--- config.mk ---
export PLATFORM = sky130hd
export DESIGN_NAME = phy_pwr_seq
export DESIGN_NICKNAME = d
export VERILOG_FILES = /design/src/rtl/phy_seq_pkg.sv /design/src/rtl/pwr_lane_arb.sv /design/src/rtl/pwr_wait_timer.sv /design/src/rtl/phy_pwr_seq.sv
export SDC_FILE = /design/constraint.sdc
export NUM_CORES = 1
export LEC_CHECK = 0
export ABC_AREA = 1
export BUFFER_PORTS_ARGS = -buffer_cell sky130_fd_sc_hd__clkbuf_2
export CORE_UTILIZATION = 50
export DETAILED_ROUTE_END_ITERATION = 10
export GPL_ROUTABILITY_DRIVEN = 1
export PLACE_DENSITY = 0.77
export SYNTH_ARGS = -nofsm -noshare
export SYNTH_HDL_FRONTEND = slang
export SYNTH_SLANG_ARGS = --single-unit
export TNS_END_PERCENT = 50
--- constraint.sdc ---
create_clock -name clk -period 1.7 [get_ports clk]
set_input_delay 0.085 -clock clk [delete_from_list [all_inputs] [get_ports clk]]
set_output_delay 0.085 -clock clk [all_outputs]
set_load 0.05 [all_outputs]
--- src/rtl/phy_seq_pkg.sv ---
package phy_seq_pkg;

    typedef enum logic [3:0] {
        ST_IDLE,
        ST_RELEASE,
        ST_WAIT_LOCK,
        ST_CFG_SETUP,
        ST_CFG_STROBE,
        ST_CFG_HOLD,
        ST_WAIT_OUT,
        ST_RELOCK,
        ST_WAIT_RELOCK,
        ST_OFF_CHECK
    } seq_state_t;

endpackage

--- src/rtl/pwr_lane_arb.sv ---
module pwr_lane_arb #(
    parameter int NLANE = 4,
    localparam int LW = (NLANE > 1) ? $clog2(NLANE) : 1
) (
    input  logic [NLANE-1:0] req,
    input  logic             en,
    output logic [NLANE-1:0] gnt_oh,
    output logic [LW-1:0]    gnt_idx,
    output logic             gnt_vld
);

    // scan from the top so the lowest index wins
    always_comb begin
        gnt_oh  = '0;
        gnt_idx = '0;
        for (int i = NLANE - 1; i >= 0; i--) begin
            if (en && req[i]) begin
                gnt_oh    = '0;
                gnt_oh[i] = 1'b1;
                gnt_idx   = LW'(i);
            end
        end
    end

    assign gnt_vld = |gnt_oh;

endmodule

--- src/rtl/pwr_wait_timer.sv ---
module pwr_wait_timer #(
    parameter int LIMIT = 1000,
    localparam int TW = $clog2(LIMIT + 1)
) (
    input  logic clk,
    input  logic rst_n,
    input  logic load,
    output logic expired
);

    logic [TW-1:0] remain;

    always_ff @(posedge clk or negedge rst_n) begin
        if (!rst_n)
            remain <= '0;
        else if (load)
            remain <= TW'(LIMIT - 1);
        else if (remain != '0)
            remain <= remain - TW'(1);
    end

    assign expired = (remain == '0);

endmodule

--- src/rtl/phy_pwr_seq.sv ---
module phy_pwr_seq
    import phy_seq_pkg::*;
#(
    parameter int NLANE      = 4,
    parameter int TMO_CYCLES = 100000,
    parameter int CFG_AW     = 6,
    parameter int CFG_DW     = 4,
    parameter logic [CFG_AW-1:0] ADDR_FIRST  = 6'h10,
    parameter logic [CFG_AW-1:0] ADDR_SECOND = 6'h12,
    parameter logic [CFG_DW-1:0] PARAM_DATA  = 4'h8
) (
    input  logic              clk,
    input  logic              rst_n,
    input  logic [NLANE-1:0]  req_i,
    input  logic [NLANE-1:0]  req_on_i,
    output logic [NLANE-1:0]  done_o,
    output logic              err_o,
    output logic              phy_rst_o,
    output logic [NLANE-1:0]  lane_idle_o,
    output logic              pll_lock_req_o,
    output logic [CFG_AW-1:0] cfg_addr_o,
    output logic [CFG_DW-1:0] cfg_data_o,
    output logic              cfg_strobe_o,
    input  logic              pll_locked_i,
    input  logic              pll_out_busy_i,
    input  logic              rst_fail_i
);

    localparam int LW = (NLANE > 1) ? $clog2(NLANE) : 1;
    localparam int CW = $clog2(NLANE + 1);

    seq_state_t        state, nxt;
    logic [CW-1:0]     pwr_cnt;
    logic [LW-1:0]     cur_lane;
    logic              wr_sel;
    logic              tmr_load, tmr_expired;
    logic [NLANE-1:0]  gnt_oh;
    logic [LW-1:0]     gnt_idx;
    logic              gnt_vld, gnt_on;

    pwr_lane_arb #(.NLANE(NLANE)) i_arb (
        .req     (req_i),
        .en      ((state == ST_IDLE) && !(|done_o)),
        .gnt_oh  (gnt_oh),
        .gnt_idx (gnt_idx),
        .gnt_vld (gnt_vld)
    );

    pwr_wait_timer #(.LIMIT(TMO_CYCLES)) i_tmr (
        .clk     (clk),
        .rst_n   (rst_n),
        .load    (tmr_load),
        .expired (tmr_expired)
    );

    assign gnt_on = req_on_i[gnt_idx];

    // state register
    always_ff @(posedge clk or negedge rst_n) begin
        if (!rst_n) state <= ST_IDLE;
        else        state <= nxt;
    end

    // next state
    always_comb begin
        nxt      = state;
        tmr_load = 1'b0;
        unique case (state)
            ST_IDLE: begin
                if (gnt_vld) begin
                    if (gnt_on && pwr_cnt == '0)
                        nxt = ST_RELEASE;
                    else if (!gnt_on && pwr_cnt == CW'(1))
                        nxt = ST_OFF_CHECK;
                end
            end
            ST_RELEASE: begin
                nxt      = ST_WAIT_LOCK;
                tmr_load = 1'b1;
            end
            ST_WAIT_LOCK: begin
                if (pll_locked_i)     nxt = ST_CFG_SETUP;
                else if (tmr_expired) nxt = ST_IDLE;
            end
            ST_CFG_SETUP:  nxt = ST_CFG_STROBE;
            ST_CFG_STROBE: nxt = ST_CFG_HOLD;
            ST_CFG_HOLD: begin
                if (wr_sel) begin
                    nxt      = ST_WAIT_OUT;
                    tmr_load = 1'b1;
                end else begin
                    nxt = ST_CFG_SETUP;
                end
            end
            ST_WAIT_OUT: begin
                if (!pll_out_busy_i)  nxt = ST_RELOCK;
                else if (tmr_expired) nxt = ST_IDLE;
            end
            ST_RELOCK: begin
                nxt      = ST_WAIT_RELOCK;
                tmr_load = 1'b1;
            end
            ST_WAIT_RELOCK: begin
                if (pll_locked_i || tmr_expired) nxt = ST_IDLE;
            end
            ST_OFF_CHECK: nxt = ST_IDLE;
            default:      nxt = ST_IDLE;
        endcase
    end

    // registered outputs and count
    always_ff @(posedge clk or negedge rst_n) begin
        if (!rst_n) begin
            done_o         <= '0;
            err_o          <= 1'b0;
            phy_rst_o      <= 1'b1;
            lane_idle_o    <= '1;
            pll_lock_req_o <= 1'b0;
            cfg_addr_o     <= '0;
            cfg_data_o     <= '0;
            cfg_strobe_o   <= 1'b0;
            pwr_cnt        <= '0;
            cur_lane       <= '0;
            wr_sel         <= 1'b0;
        end else begin
            done_o         <= '0;
            err_o          <= 1'b0;
            pll_lock_req_o <= 1'b0;
            unique case (state)
                ST_IDLE: begin
                    if (gnt_vld) begin
                        cur_lane <= gnt_idx;
                        if (gnt_on) begin
                            if (pwr_cnt != '0) begin
                                pwr_cnt         <= pwr_cnt + CW'(1);
                                done_o[gnt_idx] <= 1'b1;
                            end
                        end else if (pwr_cnt == '0) begin
                            done_o[gnt_idx] <= 1'b1;
                            err_o           <= 1'b1;
                        end else begin
                            lane_idle_o[gnt_idx] <= 1'b1;
                            if (pwr_cnt == CW'(1)) begin
                                phy_rst_o <= 1'b1;
                            end else begin
                                pwr_cnt         <= pwr_cnt - CW'(1);
                                done_o[gnt_idx] <= 1'b1;
                            end
                        end
                    end
                end
                ST_RELEASE: begin
                    phy_rst_o             <= 1'b0;
                    pll_lock_req_o        <= 1'b1;
                    lane_idle_o[cur_lane] <= 1'b0;
                    wr_sel                <= 1'b0;
                end
                ST_WAIT_LOCK, ST_WAIT_OUT: begin
                    if (((state == ST_WAIT_LOCK) ? !pll_locked_i : pll_out_busy_i)
                        && tmr_expired) begin
                        phy_rst_o        <= 1'b1;
                        done_o[cur_lane] <= 1'b1;
                        err_o            <= 1'b1;
                    end
                end
                ST_CFG_SETUP: begin
                    cfg_addr_o   <= wr_sel ? ADDR_SECOND : ADDR_FIRST;
                    cfg_data_o   <= PARAM_DATA;
                    cfg_strobe_o <= 1'b0;
                end
                ST_CFG_STROBE: cfg_strobe_o <= 1'b1;
                ST_CFG_HOLD: begin
                    cfg_strobe_o <= 1'b0;
                    wr_sel       <= 1'b1;
                end
                ST_RELOCK: pll_lock_req_o <= 1'b1;
                ST_WAIT_RELOCK: begin
                    if (pll_locked_i) begin
                        pwr_cnt          <= pwr_cnt + CW'(1);
                        done_o[cur_lane] <= 1'b1;
                    end else if (tmr_expired) begin
                        phy_rst_o        <= 1'b1;
                        done_o[cur_lane] <= 1'b1;
                        err_o            <= 1'b1;
                    end
                end
                ST_OFF_CHECK: begin
                    done_o[cur_lane] <= 1'b1;
                    if (rst_fail_i) begin
                        phy_rst_o             <= 1'b0;
                        lane_idle_o[cur_lane] <= 1'b0;
                        err_o                 <= 1'b1;
                    end else begin
                        pwr_cnt <= '0;
                    end
                end
                default: ;
            endcase
        end
    end


    gnt_onehot_chk: assert property (@(posedge clk) disable iff (!rst_n)
        $onehot0(gnt_oh));


    done_onehot_chk: assert property (@(posedge clk) disable iff (!rst_n)
        $onehot0(done_o));


    err_with_done_chk: assert property (@(posedge clk) disable iff (!rst_n)
        err_o |-> (|done_o));


    cfg_stable_chk: assert property (@(posedge clk) disable iff (!rst_n)
        cfg_strobe_o |-> ($stable(cfg_addr_o) && $stable(cfg_data_o)));


    strobe_pulse_chk: assert property (@(posedge clk) disable iff (!rst_n)
        cfg_strobe_o |=> !cfg_strobe_o);


    lock_out_of_reset_chk: assert property (@(posedge clk) disable iff (!rst_n)
        pll_lock_req_o |-> !phy_rst_o);


    abort_keeps_count_chk: assert property (@(posedge clk) disable iff (!rst_n)
        ($rose(phy_rst_o) && err_o) |-> $stable(pwr_cnt));

endmodule

Word level (Yosys, flattened, before mapping):

Index checks and enable logic that the tools add are counted.

* $add $sub $neg: 3
* equality and inequality tests: 25
* magnitude comparators: 4
* shift-type cells: 0
* multipliers: 0
* muxes and demuxes: 71
* reductions and logical operators: 35
* bitwise gates (word level): 3
* div/mod/pow operators: 0

Operators by type and width (count)
* 2-to-1 mux 4 bit: 23
* case mux 4 bit (9 select lines): 1
* 2-to-1 mux 17 bit: 2
* 2-to-1 mux 3 bit: 8
* 2-to-1 mux 1 bit: 21
* != test 2 bit (second input constant): 10
* logical NOT 17 bit: 1
* nonzero test 17 bit: 1
* subtractor 17 x 1 -> 17 bit (second input constant): 1
* equality test 4 x 3 -> 1 bit (second input constant): 4
* case mux 4 bit (4 select lines): 1
* case mux 4 bit (3 select lines): 1
* logical AND 1 bit: 10
* 2-to-1 mux 2 bit: 5
* case mux 3 bit (3 select lines): 1
* AND reduction 9 bit: 1
* nonzero test 3 bit: 3
* equality test 4 x 2 -> 1 bit (second input constant): 2
* equality test 4 bit (second input constant): 2
* OR reduction 4 bit: 2
* AND reduction 7 bit: 1
* less-than comparator 2 x 3 -> 1 bit (second input constant): 2
* != test 3 bit (second input constant): 2
* case mux 1 bit (2 select lines): 3
* other kinds (25): 33

* flip-flop bits (word level): 46
* word-level logic and storage cells: 154
* memories: 0
* bits in writable memories: 0
* bits in read-only memories: 0
* output and inout port bits: 22
* latch bits: 0
* input bits: 13

Longest topological paths before layout:

Gate-level depths: netlist of the first run.

* word-level depth: 17
* gate-level depth with buffers: 14

Modules after synthesis:

Synthesis of the first run repeated with hierarchy kept, for this count alone.

* cells, all modules: 394
* area total of the unflattened synthesis: 2797.7 um^2

By module, submodules not included
* phy_pwr_seq: cells each 228, sequential area each 606.8 um^2, times used 1, area each 1671.6 um^2
* pwr_wait_timer: cells each 152, sequential area each 425.4 um^2, times used 1, area each 1062.3 um^2
* pwr_lane_arb: cells each 14, sequential area each 0.0 um^2, times used 1, area each 63.8 um^2

Least setup slack after synthesis of the first run:

No wires, ideal clock.

* kind: register -> register
* from: reg done_o[3]
* to: reg pwr_cnt[2]
* clock period less this slack: 1.871 ns
* cell stages (with the launch flop): 13
* arrival time: 1.753 ns
* path slack: -0.171 ns
* setup time: 0.117 ns
* cells stage by stage: dfrtp_1 -> nor2_1 -> nand2_1 -> nor2_4 -> buf_6 -> nand4_1 -> nand2_4 -> o21ai_2 -> nand2_2 -> nand2_2 -> nand2_2 -> nand2_1 -> nand2_1

* longest elaborated chain between the ends: 13

Ends and longest elaborated chain
* from (decl): RTL line phy_pwr_seq.sv:16 `output logic [NLANE-1:0] done_o,`
* from (signal assigned): RTL line phy_pwr_seq.sv:114 `done_o <= '0;`
* from (signal assigned): RTL line phy_pwr_seq.sv:126 `done_o <= '0;`
* from (signal, indexed assignment): RTL line phy_pwr_seq.sv:136 `done_o[gnt_idx] <= 1'b1;`
* OR reduction 4 bit (*): RTL line phy_pwr_seq.sv:43 `.en ((state == ST_IDLE) && !(|done_o)),`
* logical NOT 1 bit (*): RTL line phy_pwr_seq.sv:43
* logical AND 1 bit (*): RTL line phy_pwr_seq.sv:43
* logical AND 1 bit: RTL line pwr_lane_arb.sv:17 `if (en && req[i]) begin`
* 2-to-1 mux 2 bit (4 in a row): RTL line pwr_lane_arb.sv:17
* binary-select mux 1 bit (select 2 bit): RTL line phy_pwr_seq.sv:56 `assign gnt_on = req_on_i[gnt_idx];`
* 2-to-1 mux 1 bit (not written as such): RTL line phy_pwr_seq.sv:56
* 2-to-1 mux 3 bit: RTL line phy_pwr_seq.sv:133 `if (gnt_on) begin`
* 2-to-1 mux 3 bit: RTL line phy_pwr_seq.sv:131 `if (gnt_vld) begin`
* case mux 3 bit (3 select lines): RTL line phy_pwr_seq.sv:129 `unique case (state)`
* to (signal assigned): RTL line phy_pwr_seq.sv:135 `pwr_cnt <= pwr_cnt + CW'(1);`
* to (signal assigned): RTL line phy_pwr_seq.sv:146 `pwr_cnt <= pwr_cnt - CW'(1);`
* to (signal assigned): RTL line phy_pwr_seq.sv:179 `pwr_cnt <= pwr_cnt + CW'(1);`
* to (decl): RTL line phy_pwr_seq.sv:33 `logic [CW-1:0] pwr_cnt;`

Every way passes the cells marked *; elsewhere a longest branch is shown, timed or not. The select of a mux whose other input is x is not followed.
A chain may end at the register's enable or synchronous reset.

Final worst setup path of the first run:

* from: reg state[3]
* to: reg pwr_cnt[1]

* longest elaborated chain between the ends: 12

Ends and longest elaborated chain
* from (decl): RTL line phy_pwr_seq.sv:32 `seq_state_t state, nxt;`
* from (signal assigned): RTL line phy_pwr_seq.sv:61 `else state <= nxt;`
* logical NOT 4 bit: RTL line phy_pwr_seq.sv:43, phy_pwr_seq.sv:129
* logical AND 1 bit: RTL line phy_pwr_seq.sv:43
* logical AND 1 bit: RTL line pwr_lane_arb.sv:17
* 2-to-1 mux 2 bit (4 in a row): RTL line pwr_lane_arb.sv:17
* binary-select mux 1 bit (select 2 bit): RTL line phy_pwr_seq.sv:56
* 2-to-1 mux 1 bit (not written as such): RTL line phy_pwr_seq.sv:56
* 2-to-1 mux 3 bit: RTL line phy_pwr_seq.sv:133
* 2-to-1 mux 3 bit: RTL line phy_pwr_seq.sv:131
* case mux 3 bit (3 select lines): RTL line phy_pwr_seq.sv:129

Parallel ways exist; a longest one is shown, timed or not. The select of a mux whose other input is x is not followed.

==> results of run 1 <==
-- power groups by stage --
stage          sequential [mW]  combinational [mW]  clock (mW)
4_1_cts                   1.67                4.46       0.735
5_1_grt                   1.74                5.32       0.772
2_1_floorplan             2.14                2.58           0
3_5_place_dp              1.67                4.33           0
3_3_place_gp              1.66                4.21           0
6_report                  1.69                4.80       0.724
-- metal layers --
| metal | GRT usage (%) | part of all wire (%) |
|---|---|---|
| met1 | 30.0 | 43 |
| met2 | 42.7 | 51 |
| met3 | 4.07 | 3.6 |
| met4 | 10.6 | 2.2 |
| met5 | 0 | 0 |
-- worst paths after layout --
path | cells past startpoint | endpoint | startpoint | slack [ns]
worst max-delay path | 11 | pwr_cnt[1] | state[3] | -0.12
worst min-delay path | 4 | state[2] | pll_out_busy_i | 0.16
worst max register to register | 11 | pwr_cnt[1] | state[3] | -0.12
worst min register to register | 2 | phy_rst_o | phy_rst_o | 0.48
min in group asynchronous | 2 | i_tmr.remain[3] | rst_n | 0.31
max in group asynchronous | 3 | lane_idle_o[2] | rst_n | 0.80
-- timing repair --
action                                  in CTS  in global routing
hold endpoints to repair                    21                  0
cloned                                       0                  0
buffers inserted                             1                  5
hold buffers                                 1                  0
gates resized for setup                     18                 44
pin swaps                                    9                 17
endpoints found under the setup margin      24                 32
-- cell families (layout without fill, tap and decap cells) --
group / Yosys count / in the layout
buf+inv: 59 / 143
simple gates: 203 / 203
compound gates: 61 / 61
other cells: 1 / 7
flops: 41 / 41
xor+xnor: 8 / 8
fa+ha+maj: 5 / 5
-- sequential cells by signal (all words and copies together) (netlist names), 2 cells and up --
name / cells
cfg_addr_o: 2
cur_lane: 2
done_o: 4
i_tmr.remain: 17
lane_idle_o: 4
pwr_cnt: 3
state: 4
-- worst register-to-register path: stages, from the launching register on --
cell and delay [ns]:
dfrtp_1 0.42, nor2_4 0.16, nand2_4 0.08, nor2_4 0.19, nand4_1 0.17, nand2_4 0.15, nor2_8 0.07, buf_6 0.12
a21oi_4 0.17, nand2_2 0.09, nand2_1 0.06, nand2_1 0.05
-- cell type report --
type	count	area [um^2]
clock buffers	7	96.3
repair buffers	88	627
flip-flops and latches	41	1040
fillers	440	1520
multi-input cells	284	1690
well taps	70	87.6
clock inverters	1	5.00
inverters	47	179
-- per-stage QoR --
step	setup slack [ns]	instances	setup TNS, ns
2_1_floorplan	-0.0384	384	-0.211
3_3_place_gp	-0.0669	523	-0.733
3_5_place_dp	-0.114	523	-1.35
4_1_cts	-0.0718	533	-0.477
5_1_grt	-0.226	538	-3.99
6_report	-0.119	538	-0.974
-- cell usage after synthesis (all sizes together) --
master	n	area, um^2
dfstp	5	131
o21a	3	22.5
a21oi	15	78.8
nand2	91	387
nor2	57	273
o311ai	1	8.76
a211oi	1	7.51
dfrtp	36	901
xor2	3	26.3
buf	11	87.6
o31ai	2	20.0
ha	5	62.6
a31oi	1	6.26
o21bai	1	7.51
nor3	16	90.1
inv	47	176
conb	1	3.75
o21ai	34	189
o2111ai	1	8.76
xnor2	5	43.8
a21boi	2	15.0
or2	5	31.3
nand4	10	62.6
nor3b	2	15.0
nand3	22	115
clkbuf	1	3.75
==> results.ini, run 1 <==
[outcome]
status=complete, but fails checks
failed_checks=setup timing

[setup_path]
cp_data_arrival_time_ns=2.02
required_ns=1.90
cpPeakStageDelay_ns=0.42
cp-end-kind=flop
crit_family=simple AND/OR/NAND/NOR gates
path_class=reg -> reg
path_max_fanout=7
crit_chain=nor2_4, nand2_4, nor2_4, nand4_1, nand2_4, nor2_8, buf_6, a21oi_4, nand2_2, nand2_1, nand2_1
start_kind=flop
worst-path-buf-inv=1
cp_slowest_cell=dfrtp_1

[route]
wirelength_um=6800
vias=2755
drtIter0Drc=117
wire_per_inst_um=12.6
via_per_inst=5.12
ant_nets=0
drc=0
drt_pass1_iterations=5

[logic_synthesis]
ys_seq_elements=41
synth_top_family_by_area=simple AND/OR/NAND/NOR gates
synth_compound_area_share_pct=13.1
yosysSeqAreaShare_pct=37.2
synth_mux_area_share_pct=0
synthCells=378
yosys_warnings=0
synthAdderAreaFrac_pct=2.26
synth-simple-area-share_pct=35.1
synth_area_mm2=0.00277
ys_types=41
synth_xor_xnor_area_share_pct=2.53
avgSynthCellArea_um2=7.34

[sta]
clock_skew_ns=0.00516
tightest_slew_ns=0.578
period_needed_ns=1.82
slew_viol_final=0
final.setup.worst_slack_ns=-0.119
final-hold-violation-count=0
relSlewSlack_pct=61.5
grt_setup_unrepaired=true
fmax_mhz=550
worst_hold_slack_ns=0.156
setup_violations=19
finalCritPeriodShare_pct=107

[global_routing]
grt_antenna_before_repair=0
grt_max_degree=23
grt_pass1_wl_um=11500
grt_use_total_pct=24.6
grt-ovfl-total=0
grt_pass1_vias=2619

[layout]
final_cell_mix=nand2_1, buf_4, inv_1, nor2_1, dfrtp_1
drive_above_1_share_pct=39.1
syn2layout_area_growth_pct=34.1
n_antenna_cell=0
fin_area_mm2=0.00372
nets=485
final_util_pct=71.0
final_common_cell=nand2_1

[placed_design]
dpl-instance-area_mm2=0.00337
dpl.hpwl_um=5010
io_buffer_count=27
place_congestion=0.918

[min_path]
hold_class=in -> reg

[pwr]
combPwrFrac_pct=66.5
p_switching_mw=3.62
p_sw_share_pct=50.2
p_clk_share_pct=10.0
cellInternalPower_mw=3.59
cellPowerDensity_mw_per_mm2=1940
p_seq_share_pct=23.4
p_leak_nw=1.85
p_total_mw=7.21
vdd_drop_max_mv=1.17

[floorplanning]
dieArea_mm2=0.00585
num_rows=26
die_width_um=76.5
core_area_mm2=0.00524
chipHeight_um=76.5
ios=35
initial_core_util_pct=53.0

[clock_tree]
cts-root-buf=clkbuf_8
cts_buffers=5
cts_tree=yes
clock-sinks=41
clk_pin_slew_ns=0.08
h-tree-depth=2
clk_path_buf_depth=2
clk_latency_ns=0.30

[job]
drv_cap=0

Power figures use the tool's default switching activity.
==> run 2, diff against run 1 <==
Settings changed: CELL_PAD_IN_SITES_DETAIL_PLACEMENT set to 0, CELL_PAD_IN_SITES_GLOBAL_PLACEMENT set to 2, CORE_UTILIZATION 50 to 30, PLACE_DENSITY 0.77 to 0.8.
==> run 2 against run 1 <==
Compared with the run above:
- the run still ends with setup timing left
- first-iteration DRC count shrank 18%
- die area increased by 65%
- routed wire length grew 3.3%
- non-clock buffer count up 5
- total power rose by 0.10%
- sequential share of layout area down 0.31 points
- critical endpoint is now lane_idle_o[1]
- largest cell class unchanged
- largest power group unchanged
==> results.ini, run 2 (synthesized netlist as in run 1, its figures left out) <==
[outcome]
status=complete, but fails checks
failed_checks=setup timing

[setup_path]
cpPeakStageDelay_ns=0.42  ; about the same
crit_family=simple AND/OR/NAND/NOR gates
worstSetupStartpoint=state[2]
cp_data_arrival_time_ns=2.04  ; +0.02 ns
crit_chain=nor2_4, nand2_4, nor2_4, nand2_2, nand3_2, nand2_4, nor2_8, nor2_4, nor2_4, nand2_4, o21ai_2
required_ns=1.94  ; +0.04 ns
crit_top_cell=nor2_4
cp-end-kind=flop
start_kind=flop
r2r-start=state[2]
cp_slowest_cell=dfrtp_1
worst-path-buf-inv=0  ; -1
path_max_fanout=8  ; +1
path_class=reg -> reg

[sta]
clock_skew_ns=0.00839  ; +0.00324 ns
slew_viol_final=0  ; unchanged
fmax_mhz=557  ; +1.3%
finalCritPeriodShare_pct=106  ; -1.3 points
setup_violations=14  ; -5
final.setup.worst_slack_ns=-0.0964  ; +0.0228 ns
tns_ns=-0.862  ; +0.112 ns
period_needed_ns=1.80  ; -0.0228 ns
relSlewSlack_pct=63.2  ; +1.7 points
final-hold-violation-count=0  ; unchanged
tightest_slew_ns=0.553  ; -0.0255 ns
grt_setup_unrepaired=true

[layout]
final_cells=581  ; +8.0%
regMostFlops=i_tmr.remain
final_cell_mix=nand2_1, buf_4, inv_1, nor2_1, dfrtp_1
n_antenna_cell=0  ; unchanged
final_common_cell=nand2_1
final_util_pct=42.5  ; -29 points
syn2layout_area_growth_pct=35.6
drive_above_1_share_pct=38.5  ; -0.62 points
largest_reg_flops=17  ; unchanged
nets=490  ; +1.0%

[job]
drv_cap=0  ; unchanged

[clock_tree]
cts_buffers=5  ; unchanged
h-tree-depth=2  ; unchanged
clk_pin_slew_ns=0.09  ; about the same
cts_tree=yes
clk_path_buf_depth=2  ; unchanged
clk_latency_ns=0.31  ; about the same
clock-sinks=41  ; unchanged
cts-root-buf=clkbuf_8

[floorplanning]
chipHeight_um=98.2  ; +28%
core_area_mm2=0.00885  ; +69%
die_width_um=98.2  ; +28%
ios=35  ; unchanged
initial_core_util_pct=31.3  ; -22 points
dieArea_mm2=0.00964  ; +65%
num_rows=34  ; +31%

[placed_design]
dpl.hpwl_um=5370  ; +7.3%
io_buffer_count=27  ; unchanged
place_congestion=0.854  ; -7.0%
pre_cts_ws_ns=-0.154  ; -0.0404 ns
dpl.cell_count=566  ; +8.2%

[route]
wire_per_inst_um=12.1  ; -4.3%
via_per_inst=4.59  ; -10%
ant_nets=0  ; unchanged
drc=0  ; unchanged
drtIter0Drc=96  ; -18%
wirelength_um=7030  ; +3.3%
vias=2669  ; -3.1%
drt_pass1_iterations=6  ; +1

[global_routing]
grt_pass1_wl_um=11800  ; +2.9%
grt_max_degree=42  ; +83%
grt_antenna_before_repair=0  ; unchanged
grt_pass1_vias=2459  ; -6.1%
grt-ovfl-total=0  ; unchanged
grt_use_total_pct=15.2  ; -9.4 points

[pwr]
p_leak_nw=1.84  ; -0.20%
vdd_drop_max_mv=0.871  ; -25%
p_total_mw=7.22  ; +0.10%
cellPowerDensity_mw_per_mm2=1920  ; -1.0%

[min_path]
worstHoldStart=pll_out_busy_i
hold_class=in -> reg

[run 2: changes by cell type in the layout (fill, tap and decap cells not counted), moves of 2 or more]
cell / change
a21oi_2: +2
nand3_1: +4
buf_6: -5
nand2_4: +3
nand2_2: -6
buf_4: +11
clkbuf_8: -2
nand2_1: +3
nand3_2: -5
a21oi_1: -2
[run 2: worst paths after layout]
path / depth (start not counted) / slack (ns) / end
setup / recovery: 11 / -0.1 / lane_idle_o[1]
hold / removal: 4 / 0.13 / state[2]
setup reg to reg: 11 / -0.1 / lane_idle_o[1]
hold reg to reg: 2 / 0.48 / phy_rst_o
max in group asynchronous: 3 / 0.91 / done_o[0]
min in group asynchronous: 3 / 0.38 / i_tmr.remain[3]
[run 2: power breakdown]
group	switching [mW]	leakage (nW)	internal (mW)
combinational	2.92	1.32	1.92
clock	0.399	0.0439	0.285
sequential	0.318	0.485	1.38
[run 2: stage by stage]
step / hold WS [ns] / instance area [um^2]
4_1_cts: 0.126 / 3610
3_5_place_dp: 0.208 / 3440
6_report: 0.126 / 3760
5_1_grt: 0.146 / 3760
2_1_floorplan: -0.211 / 2820
3_3_place_gp: 0.207 / 3440
[run 2: area by class of cell]
type / instances / area (um^2)
timing repair buffer: 93 / 633
tap: 108 / 135
clock inverter: 3 / 17.5
inverter: 47 / 179
sequential: 41 / 1040
clock buffer: 5 / 68.8
multi-input combinational: 284 / 1690
fill: 932 / 5090
[run 2: what timing repair did]
action                     in CTS  in global routing
hold buffers                    1                  0
setup endpoints to repair      23                 32
pin swaps                       6                 21
hold endpoints to repair       36                  0
buffers inserted                2                  4
resized for setup              19                 38
[run 2: worst min-delay path: cells and delay by family]
family          cells  cell delay [ns]
compound gates      1             0.09
simple gates        2             0.12
buf+inv             1             0.10
[run 2: per-layer routing]
layer / vias to the layer above / global-route usage [%] / routed length, um
met2: 43 / 24.2 / 3270
met4: 0 / 4.48 / 95
li1: 1394 / - / -
met5: - / 0 / 0
met3: 10 / 2.51 / 230
met1: 1222 / 21.1 / 3430
==> run 3, diff against run 2 <==
Settings changed: SETUP_SLACK_MARGIN set to 0.5.
==> run 3 against run 2 <==
Compared with the run above:
- the run still ends with setup timing left
- largest power group unchanged
- critical path type unchanged
- register-to-register slack barely moved
- global-route usage increased by 0.73 points
- sequential power barely moved
- clock skew grew 0.0045 ns
- sequential share of layout area fell by 1.0 points
- critical path depth unchanged
- clock-buffer cell count increased by 1
- combinational power rose by 1%
- first-iteration DRC count decreased by 10%
- maximum frequency up 0.78%
- hold slack is essentially flat
- clock power up 2%
==> results.ini, run 3 (synthesized netlist as in run 1, its figures left out) <==
[clock_tree]
cts_buffers=5  ; unchanged
clk_path_buf_depth=2  ; unchanged
clk_pin_slew_ns=0.09  ; about the same
h-tree-depth=2  ; unchanged
cts_tree=yes
cts-root-buf=clkbuf_8
clk_latency_ns=0.30  ; about the same
clock-sinks=41  ; unchanged

[placed_design]
dpl-instance-area_mm2=0.00350  ; +1.9%
place_congestion=0.810  ; -5.2%
io_buffer_count=27  ; unchanged
pre_cts_ws_ns=-0.126  ; +0.0282 ns
dpl.hpwl_um=5550  ; +3.3%

[layout]
drive_above_1_share_pct=41.1  ; +2.6 points
nets=501  ; +2.2%
largest_reg_flops=17  ; unchanged
final_cell_mix=buf_4, nand2_1, inv_1
regMostFlops=i_tmr.remain
syn2layout_area_growth_pct=40.7
final_common_cell=buf_4
final_util_pct=44.1  ; +1.6 points
fin_area_mm2=0.00390  ; +3.8%
n_antenna_cell=0  ; unchanged

[setup_path]
required_ns=1.94  ; about the same
path_max_fanout=8  ; unchanged
cpPeakStageDelay_ns=0.42  ; about the same
path_depth=11  ; unchanged
ff2ff_path_depth=11  ; unchanged
crit_chain=nor2_4, nand2_4, nor2_4, nand2_1, nand3_2, nand2_4, nor2_8, nor2_4, nor2_4, nand2_4, o21ai_2
cp_slowest_cell=dfrtp_1
worst-path-buf-inv=0  ; unchanged
cp_data_arrival_time_ns=2.02  ; -0.02 ns
path_class=reg -> reg
crit_family=simple AND/OR/NAND/NOR gates
crit_top_cell=nor2_4
start_kind=flop
cp-end-kind=flop

[pwr]
p_leak_nw=1.91  ; +3.6%
combPwrFrac_pct=67.2  ; +0.2 points
cellInternalPower_mw=3.71  ; +3.3%
p_clk_share_pct=9.6  ; about the same
p_switching_mw=3.58  ; -1.5%
p_seq_share_pct=23.2  ; -0.3 points
cellPowerDensity_mw_per_mm2=1870  ; -2.8%
p_sw_share_pct=49.1  ; -1.2 points
vdd_drop_max_mv=0.733  ; -16%

[route]
drc=0  ; unchanged
wirelength_um=7180  ; +2.1%
wire_per_inst_um=12.1  ; +0.19%
vias=2700  ; +1.2%
via_per_inst=4.56  ; -0.72%
ant_nets=0  ; unchanged
drtIter0Drc=86  ; -10%
drt_pass1_iterations=6  ; unchanged

[floorplanning]
chipHeight_um=98.2  ; unchanged
ios=35  ; unchanged
num_rows=34  ; unchanged
die_width_um=98.2  ; unchanged
dieArea_mm2=0.00964  ; unchanged
core_area_mm2=0.00885  ; unchanged
initial_core_util_pct=31.3  ; unchanged

[global_routing]
grt_pass1_vias=2709  ; +10%
grt-ovfl-total=0  ; unchanged
grt_antenna_before_repair=0  ; unchanged
grt_use_total_pct=15.9  ; +0.73 points
grt_max_degree=22  ; -48%
grt_pass1_wl_um=12400  ; +4.9%

[sta]
setup_violations=12  ; -2
clock_skew_ns=0.0129  ; +0.00454 ns
final.setup.worst_slack_ns=-0.0826  ; +0.0138 ns
finalCritPeriodShare_pct=105  ; -0.81 points
slew_viol_final=0  ; unchanged
final-hold-violation-count=0  ; unchanged
grt_setup_unrepaired=true
tns_ns=-0.569  ; +0.292 ns
period_needed_ns=1.78  ; -0.0138 ns
fmax_mhz=561  ; +0.78%

[outcome]
failed_checks=setup timing
status=complete, but fails checks

[job]
drv_cap=0  ; unchanged

[min_path]
hold_depth=4  ; unchanged
hold_class=in -> reg

==> run 3: cell count changes in the layout (fill, tap and decap cells not counted), moves of 3 or more <==
cell,delta
buf_4,+12
buf_6,+3
clkbuf_2,-5
nand2_1,+3
nor2_1,-4
nor2_2,+5
==> run 3: path summary, 6_finish.rpt <==
path	start	endpoint	slack [ns]
min in group asynchronous	rst_n	i_tmr.remain[13]	0.18
setup reg to reg	state[1]	lane_idle_o[3]	-0.08
hold reg to reg	phy_rst_o	phy_rst_o	0.49
setup / recovery	state[1]	lane_idle_o[3]	-0.08
hold / removal	pll_out_busy_i	state[1]	0.13
max in group asynchronous	rst_n	lane_idle_o[0]	0.96
==> run 3: per-layer routing <==
metal  up-vias  track usage [%]  share of wire [%]  wire length [um]
met5         -                0                  0                 0
met4         0             3.79               0.85                61
met3         8             2.43                2.4               170
met2        33             28.6                 50              3610
met1      1235             19.9                 47              3340
li1       1424                -                  -                 -
==> run 3: final cells by class <==
type / count / area (um^2)
repair buffers: 104 / 752
inverters: 47 / 179
multi-input cells: 284 / 1700
well taps: 108 / 135
flip-flops and latches: 41 / 1040
clock inverters: 2 / 13.8
fillers: 935 / 4940
clock buffers: 6 / 82.6
==> run 3: power groups by stage <==
| stage | logic (mW) | registers [mW] | clock network (mW) |
|---|---|---|---|
| 2_1_floorplan | 2.64 | 2.15 | 0 |
| 3_3_place_gp | 4.51 | 1.68 | 0 |
| 3_5_place_dp | 4.52 | 1.69 | 0 |
| 4_1_cts | 4.78 | 1.69 | 0.742 |
| 5_1_grt | 5.48 | 1.75 | 0.769 |
| 6_report | 4.89 | 1.69 | 0.701 |
==> run 3: through the flow <==
step	instances	hold slack (ns)	power [mW]
2_1_floorplan	384	-0.211	4.79
3_3_place_gp	569	-0.0283	6.19
3_5_place_dp	569	-0.0252	6.21
4_1_cts	589	0.109	7.21
5_1_grt	592	0.145	8.00
6_report	592	0.126	7.28
==> run 3: timing repair <==
item | 4_1_cts | 5_1_grt
hold buffers | 1 | 0
endpoints found under the setup margin | 45 | 46
gates resized for setup | 41 | 22
setup buffers | 11 | 3
pin swaps | 19 | 13
endpoints found under the hold margin | 36 | 0
==> run 3: tightest hold or removal path: stages <==
cell      delay, ns
clkbuf_2       0.10
nand2_1        0.07
nand2_1        0.06
nand3_1        0.08
